==> src/rtl/prog_seq_pkg.sv <==
package prog_seq_pkg;

    localparam int ADDR_W  = 13;
    localparam int INSTR_W = 16;

    localparam logic [2:0] PFX_CALL = 3'b100;
    localparam logic [2:0] PFX_JUMP = 3'b101;
    localparam logic [5:0] OPC_MISC = 6'b111111;
    localparam logic [5:0] OPC_LOAD = 6'b111110;
    localparam logic [1:0] SEL_RET  = 2'b10;
    localparam logic [1:0] SEL_RETS = 2'b11;
    localparam logic [3:0] SUB_RET  = 4'b0011;

    typedef enum logic [2:0] {
        OP_SEQ,
        OP_JUMP,
        OP_CALL,
        OP_RET,
        OP_RETSKIP,
        OP_TWO
    } op_kind_e;

endpackage

==> src/rtl/seq_decode.sv <==
module seq_decode
    import prog_seq_pkg::*;
(
    input  logic [INSTR_W-1:0] instr,
    output op_kind_e           kind,
    output logic [ADDR_W-1:0]  target
);

    logic is_misc;
    logic is_ret_sub;

    always_comb begin
        is_misc    = (instr[15:10] == OPC_MISC);
        is_ret_sub = (instr[3:0] == SUB_RET);
        target     = instr[ADDR_W-1:0];
        kind       = OP_SEQ;
        if (instr[15:13] == PFX_CALL) begin
            kind = OP_CALL;
        end else if (instr[15:13] == PFX_JUMP) begin
            kind = OP_JUMP;
        end else if (instr[15:10] == OPC_LOAD) begin
            kind = OP_TWO;
        end else if (is_misc && is_ret_sub && instr[9:8] == SEL_RET) begin
            kind = OP_RET;
        end else if (is_misc && is_ret_sub && instr[9:8] == SEL_RETS) begin
            kind = OP_RETSKIP;
        end
    end

endmodule

==> src/rtl/ret_stack.sv <==
module ret_stack
    import prog_seq_pkg::*;
#(
    parameter int DEPTH = 4,
    localparam int CW   = $clog2(DEPTH + 1)
) (
    input  logic              clk,
    input  logic              rst_n,
    input  logic              push,
    input  logic              pop,
    input  logic [ADDR_W-1:0] push_addr,
    output logic [ADDR_W-1:0] top_addr,
    output logic              full,
    output logic              empty,
    output logic [CW-1:0]     level
);

    typedef struct packed {
        logic [DEPTH-1:0][ADDR_W-1:0] slot;
        logic [CW-1:0]                cnt;
    } stk_state_t;

    stk_state_t st_d, st_q;

    assign full  = (st_q.cnt == CW'(DEPTH));
    assign empty = (st_q.cnt == '0);
    assign level = st_q.cnt;

    always_comb begin
        st_d     = st_q;
        top_addr = '0;
        for (int i = 0; i < DEPTH; i++) begin
            if (!empty && CW'(i) == st_q.cnt - CW'(1)) begin
                top_addr = st_q.slot[i];
            end
        end
        if (push && !full) begin
            for (int i = 0; i < DEPTH; i++) begin
                if (CW'(i) == st_q.cnt) begin
                    st_d.slot[i] = push_addr;
                end
            end
            st_d.cnt = st_q.cnt + CW'(1);
        end else if (pop && !empty) begin
            st_d.cnt = st_q.cnt - CW'(1);
        end
    end

    always_ff @(posedge clk) begin
        if (!rst_n) begin
            st_q <= '0;
        end else begin
            st_q <= st_d;
        end
    end

endmodule

==> src/rtl/prog_seq.sv <==
module prog_seq
    import prog_seq_pkg::*;
#(
    parameter int DEPTH = 4,
    localparam int CW   = $clog2(DEPTH + 1)
) (
    input  logic               clk,
    input  logic               rst_n,
    input  logic [INSTR_W-1:0] instr,
    input  logic               skip_req,
    output logic [ADDR_W-1:0]  fetch_addr,
    output logic               stack_ovf,
    output logic               stack_unf
);

    typedef struct packed {
        logic [ADDR_W-1:0] pc;
        logic              hold;
        logic              ovf;
        logic              unf;
    } seq_state_t;

    seq_state_t cur_q, nxt_d;

    op_kind_e          kind;
    logic [ADDR_W-1:0] target;
    logic [ADDR_W-1:0] top_addr;
    logic              push, pop;
    logic              stk_full, stk_empty;
    logic [CW-1:0]     stk_level;
    logic [ADDR_W-1:0] pc_inc1, pc_inc2;
    logic              hold_w;

    seq_decode u_dec (
        .instr  (instr),
        .kind   (kind),
        .target (target)
    );

    ret_stack #(.DEPTH(DEPTH)) u_stk (
        .clk       (clk),
        .rst_n     (rst_n),
        .push      (push),
        .pop       (pop),
        .push_addr (pc_inc1),
        .top_addr  (top_addr),
        .full      (stk_full),
        .empty     (stk_empty),
        .level     (stk_level)
    );

    assign pc_inc1 = cur_q.pc + ADDR_W'(1);
    assign pc_inc2 = cur_q.pc + ADDR_W'(2);
    assign hold_w  = cur_q.hold;

    always_comb begin
        nxt_d = cur_q;
        push  = 1'b0;
        pop   = 1'b0;
        if (cur_q.hold) begin
            nxt_d.pc   = pc_inc1;
            nxt_d.hold = 1'b0;
        end else begin
            unique case (kind)
                OP_SEQ: begin
                    nxt_d.pc = skip_req ? pc_inc2 : pc_inc1;
                end
                OP_TWO: begin
                    nxt_d.hold = 1'b1;
                end
                OP_JUMP: begin
                    nxt_d.pc = target;
                end
                OP_CALL: begin
                    push     = 1'b1;
                    nxt_d.pc = target;
                    if (stk_full) nxt_d.ovf = 1'b1;
                end
                OP_RET: begin
                    pop      = 1'b1;
                    nxt_d.pc = top_addr;
                    if (stk_empty) nxt_d.unf = 1'b1;
                end
                OP_RETSKIP: begin
                    pop      = 1'b1;
                    nxt_d.pc = top_addr + ADDR_W'(1);
                    if (stk_empty) nxt_d.unf = 1'b1;
                end
                default: begin
                    nxt_d.pc = pc_inc1;
                end
            endcase
        end
    end

    always_ff @(posedge clk) begin
        if (!rst_n) begin
            cur_q <= '0;
        end else begin
            cur_q <= nxt_d;
        end
    end

    assign fetch_addr = cur_q.pc;
    assign stack_ovf  = cur_q.ovf;
    assign stack_unf  = cur_q.unf;

endmodule

==> config.mk <==
export PLATFORM = sky130hd
export DESIGN_NAME = prog_seq
export DESIGN_NICKNAME = d
export VERILOG_FILES = /design/src/rtl/prog_seq_pkg.sv /design/src/rtl/seq_decode.sv /design/src/rtl/ret_stack.sv /design/src/rtl/prog_seq.sv
export SDC_FILE = /design/constraint.sdc
export NUM_CORES = 1
export LEC_CHECK = 0
export BUFFER_PORTS_ARGS = -buffer_cell sky130_fd_sc_hd__buf_2
export CORE_UTILIZATION = 50
export DETAILED_ROUTE_END_ITERATION = 7
export PLACE_DENSITY_LB_ADDON = 0.08
export SYNTH_ARGS = -nofsm -noshare
export SYNTH_HDL_FRONTEND = slang
export SYNTH_SLANG_ARGS = --single-unit
==> constraint.sdc <==
create_clock -name clk -period 3.3 [get_ports clk]
set_input_delay 0.165 -clock clk [delete_from_list [all_inputs] [get_ports clk]]
set_output_delay 0.165 -clock clk [all_outputs]
set_load 0.01 [all_outputs]
# Yosys cells after proc, flatten, opt, wreduce, memory -nomap -nowiden
# Index checks and enable logic that the tools add are counted.
[totals]
reg_bits = 71
in_bits = 19
word_cells = 79
[op_classes]
n_addsub = 5
n_eq_ne = 20
muxes = 19
n_bitwise = 2
n_reduce_logical = 24
[ops]
columns = ["op", "count"]
rows = [
  ["$mux 13", 5],
  ["$pmux 13 s5", 1],
  ["$add 13x1->13 const B", 2],
  ["$mux 3", 7],
  ["$eq 3x3->1 const B", 5],
  ["$mux 14", 1],
  ["$add 13x2->13 const B", 1],
  ["$eq 2x3->1 const A", 4],
  ["$eq 6x6->1 const B", 2],
  ["$logic_and 1x1->1", 9],
  ["$logic_not 3->1", 3],
  ["$reduce_and 2->1", 4],
  ["$eq 1x3->1 const A", 2],
  ["$eq 3x2->1 const B", 2],
  ["$reduce_and 3->1", 2],
  ["$reduce_or 2->1", 3],
  ["$mux 1", 5],
  ["$eq 2x2->1 const B", 2],
  ["$eq 4x2->1 const B", 1],
  ["$add 3x1->3 const B", 1],
  ["$eq 3x1->1 const B", 1],
  ["$sub 3x1->3 const B", 1],
  ["$logic_not 1->1", 2],
  ["$ne 2x2->1 const B", 1],
  ["other kinds (2)", 3],
]

# Depth between registers and ports, before layout
[logic_depth]
ltp_word = 15
depth_mapped = 13
mapped_depth_nobuf = 12

# Modules after synthesis
# Synthesis repeated with hierarchy kept, for this count alone.
[hier_totals]
hier_cells = 657
area_unflattened_um2 = 4993.5
[modules_own_cells]
columns = ["module", "n_inst", "cells_per_inst", "area_per_inst_um2", "seq_area_each_um2"]
rows = [
  ["ret_stack", 1, 350, 2717.6, 1101.1],
  ["prog_seq", 1, 282, 2098.3, 320.3],
  ["seq_decode", 1, 25, 177.7, 0.0],
]

# Worst setup path before layout
# Ideal clock, no wire load.
[synth_path]
path_type = "register -> register"
start = "register u_stk.st_q, in the netlist u_stk.level[0]"
end = "register cur_q, in the netlist fetch_addr[1]"
setup_ps = 114
arrival_ps = 2435
required_ps = 3186
slack_ps = 751
stages_incl_launch_ff = 14
n_path_buf = 1
path_cell_list = "dfxtp_1 -> inv_1 -> ha_1 -> xor2_2 -> nor2_4 -> buf_6 -> a32oi_4 -> inv_1 -> ha_1 -> nand2_1 -> o21ai_0 -> a222oi_1 -> a21oi_1 -> a21o_1"
[synth_via]
elab_chain_cells = 10
[synth_rtl]
columns = ["element", "line_no", "rtl"]
rows = [
  ["from (decl)", "ret_stack.sv:23", "stk_state_t st_d, st_q;"],
  ["from (signal assigned)", "ret_stack.sv:53", "st_q <= st_d;"],
  ["$sub 3x1->3 or $logic_not 3->1 (tied branches)", "ret_stack.sv:33, ret_stack.sv:26", ""],
  ["$logic_not 3->1 or $logic_not 1->1 (tied branches)", "ret_stack.sv:33", "if (!empty && CW'(i) == st_q.cnt - CW'(1)) begin"],
  ["$logic_and 1x1->1", "ret_stack.sv:33", ""],
  ["$mux 13 (3 in a row)", "ret_stack.sv:33", ""],
  ["$mux 13 *", "ret_stack.sv:33", ""],
  ["$add 13x1->13", "prog_seq.sv:86", "nxt_d.pc = top_addr + ADDR_W'(1);"],
  ["$pmux 13 s5 *", "prog_seq.sv:64", "unique case (kind)"],
  ["$mux 14 *", "prog_seq.sv:60", "if (cur_q.hold) begin"],
  ["to (signal assigned)", "prog_seq.sv:100", "cur_q <= nxt_d;"],
  ["to (decl)", "prog_seq.sv:23", "seq_state_t cur_q, nxt_d;"],
]
# Every way passes the cells marked *; elsewhere a longest branch is shown, timed or not.
# A chain may end at the register's enable or synchronous reset.

# Worst setup path after layout
# Same ends and word-level chain as after synthesis.

==> results.cfg <==
[routing]
viasPerCell = 6.20
drc_errors = 0
avgRoutedWirePerCell_um = 18.3
drt-initial-drc-count = 223
postRouteAntennaNets = 0
routed_wirelength_um = 11700
num_vias = 3965
drt-pass1-iter-count = 5

[min_path]
min_to = fetch_addr[6]
hold_depth = 3
hp-class = primary input to flop
hp-start = instr[6]

[timing]
finalSetupTns_ps = 0
max_freq_ghz = 0.354
maxSlewViolCount = 0
setup_viol = 0
hold_slack_ps = 144
clock_skew_ps = 7.77
timing.final.ws_setup_ps = 477
slew-limit-headroom_pct = 40.3
period_share_pct = 85.6
hold_viol = 0
rsz0062_at_grt = no
tightest_slew_ps = 895
finalCriticalPeriod_ps = 2820

[synth]
yosysSeqAreaShare_pct = 32.2
synthMuxAreaShare_pct = 0.708
synth_commonest_cells = 97 x nand2_1, 71 x dfxtp_1, 45 x o211a_1, 33 x clkbuf_1, 22 x o21ai_0
syn_avg_cell_area_sq_um = 8.48
synth_ff_type = dfxtp_1
synth_area_leaders = dfxtp_1 32%, o211a_1 10%, nand2_1 8.2%, xnor2_1 3.2%, ha_1 3.1%
synthCells = 521
synth.cell_area_sq_um = 4420
synth_nets = 551
synthXorXnorAreaFrac_pct = 6.51
synthMostInstantiatedCell = nand2_1
yosys.area_share.simple_pct = 22.2
synth.distinct_cells = 71
ys_ff_latch = 71
yosys.area_share.adder_pct = 3.11
synth_top_family_by_area = compound AO/OA/AOI/OAI gates
yosys_warnings = 0
synth.largest_area_cell = dfxtp_1
synth_compound_area_share_pct = 29.9
synth_edf_count = 0
async_flop_share_pct = 0
synth_top_area_share_pct = 32.2

[setup_path]
crit_top_cell = ha_1
reg2reg_slack_ps = 480
crit_path_cell_trace = inv_1 > ha_1 > and3_1 > a32oi_2 > inv_2 > ha_1 > nand2_1 > o21ai_0 > a222oi_1 > a21oi_1 > a21o_1
startpoint_type = flop
end_kind = flop
crit_type = flop to flop
path_delay_family = compound AO/OA/AOI/OAI gates
r2r_cells = 11
r2r_start = u_stk.level[0]
worst_ep_required_time_ps = 3540
cp_max_fo = 13
reg2reg_to = fetch_addr[1]
crit_path_max_incr_delay_ps = 420
cp_data_arrival_time_ps = 3070
crit_buf_inv = 2
cp_slowest_cell = dfxtp_1

[pwr]
p_total_mw = 1.94
p_clk_share_pct = 42.4
p_comb_share_pct = 10.8
p_switching_mw = 0.494
pwr-share-seq_pct = 46.8
p_sw_share_pct = 25.4
cellLeakagePower_nw = 2.29
pwr_density_cell_nw_per_um2 = 403
p_int_mw = 1.45
vdd_ir_drop_max_mv = 0.215

[clocking]
numCtsBuffers = 9
cts_root_buf = clkbuf_8
clk_latency_ps = 340
cts_resized = 0
cts_setup_buffers = 0
postCtsHoldBufs = 0
clk_pin_slew_ps = 80
clock-sinks = 71
clockBufferDepth = 2
cts_tree = done
h-tree-depth = 3

[cells_and_area]
antenna_cells = 0
syn_to_final_growth_pct = 9.11
drive_above_1_share_pct = 15.1
fillCellCount = 763
finalNetCount = 560
final_core_util_pct = 57.5

[global_routing]
grt_overflow_total = 0
grt_use_total_pct = 26.7
grt_max_degree = 47
grt_pass1_vias = 3505
grt_pass1_wl_um = 18500
antenna_found_initial = 0

[outcome]
status = finished, final reports clean

[floorplan]
io_pins = 34
die_area_sq_um = 9220
fp.dieH_um = 96.0
core_area_sq_um = 8380
rows = 33
die-width_um = 96.0
start_util_pct = 52.7

[job]
max_cap_viol_count = 0

[placement]
pre_cts_slack_ps = 514
portBuffers = 33
dp_hpwl_um = 8510
routabilityCongestion = 0.862
-- cell families (layout without fill, tap and decap cells) --
kind of cell | Yosys count | in the layout
adder cells (fa/ha/maj) | 11 | 11
buffers and inverters | 54 | 68
XOR/XNOR | 32 | 32
AND/OR/NAND/NOR | 195 | 195
flip-flops | 71 | 71
AO/OA/AOI/OAI | 155 | 155
multiplexers | 3 | 3
-- per-stage QoR --
stage / instances / area, sq um
floorplan: 521 / 4420
global placement: 624 / 4580
detailed placement: 624 / 4580
CTS: 640 / 4820
global route: 640 / 4820
finish: 640 / 4820
-- power groups by stage --
stage / sequential, mW / combinational [mW] / clock [mW]
6_report: 0.910 / 0.209 / 0.825
5_1_grt: 0.914 / 0.230 / 0.875
4_1_cts: 0.910 / 0.207 / 0.834
3_5_place_dp: 0.930 / 0.206 / 0
3_3_place_gp: 0.930 / 0.204 / 0
2_1_floorplan: 0.921 / 0.150 / 0
-- registers in the layout (all words and copies together) (netlist names) --
signal / flops
stack_unf: 1
u_stk.level: 3
fetch_addr: 13
hold_w: 1
stack_ovf: 1
u_stk.st_q: 52
-- layer usage --
metal  vias to the layer above  track usage (%)  share of wire, %
met4                         0             7.71               1.5
met1                      1909             35.8                47
li1                       1916                -                 -
met3                        15             5.61               5.6
met5                         -                0                 0
met2                       125             43.0                46
-- cell type report --
class | instances | area [sq um] | share of cell area [%]
Tap cell | 105 | 131 | 2.72
Multi-Input combinational cell | 396 | 2760 | 57.2
Clock buffer | 12 | 165 | 3.42
Clock inverter | 4 | 76.3 | 1.58
Inverter | 10 | 37.5 | 0.778
Sequential cell | 71 | 1420 | 29.5
Timing Repair Buffer | 42 | 233 | 4.82
-- worst max path at each step --
stage                     cells past startpoint  slack [ps]            from       endpoint
after floorplan                              13         750  u_stk.level[0]  fetch_addr[1]
after global placement                       10         610  u_stk.level[0]  fetch_addr[7]
after detailed placement                     11         510  u_stk.level[0]  fetch_addr[1]
after CTS                                    11         490  u_stk.level[0]  fetch_addr[1]
after global routing                         11         200  u_stk.level[0]  fetch_addr[8]
final                                        11         480  u_stk.level[0]  fetch_addr[1]
-- placed cells by master (no fill, tap or decap), types with 5 or more instances in the layout --
master,Yosys,routed
xor2_1,15,15
a221oi_1,7,7
nand3b_1,5,5
xnor2_1,16,16
nor3_1,5,5
a221o_1,7,7
buf_4,1,9
a21boi_0,5,5
nand2_1,97,97
a21oi_1,14,14
nor2_1,21,21
o21ai_0,22,22
nor2b_1,8,8
ha_1,11,11
inv_1,9,9
dfxtp_1,71,71
clkbuf_8,0,12
nand3_1,10,10
nand2b_1,8,8
o211a_1,45,45
and2_1,6,6
buf_2,6,33
a31oi_1,5,5
nand4_1,9,9
and3_1,10,10
-- worst min-delay path, stage by stage --
cell      delay, ps
buf_2            80
a221oi_1         80
a21oi_1         120
Note: power is estimated with default switching activity, not from simulation.
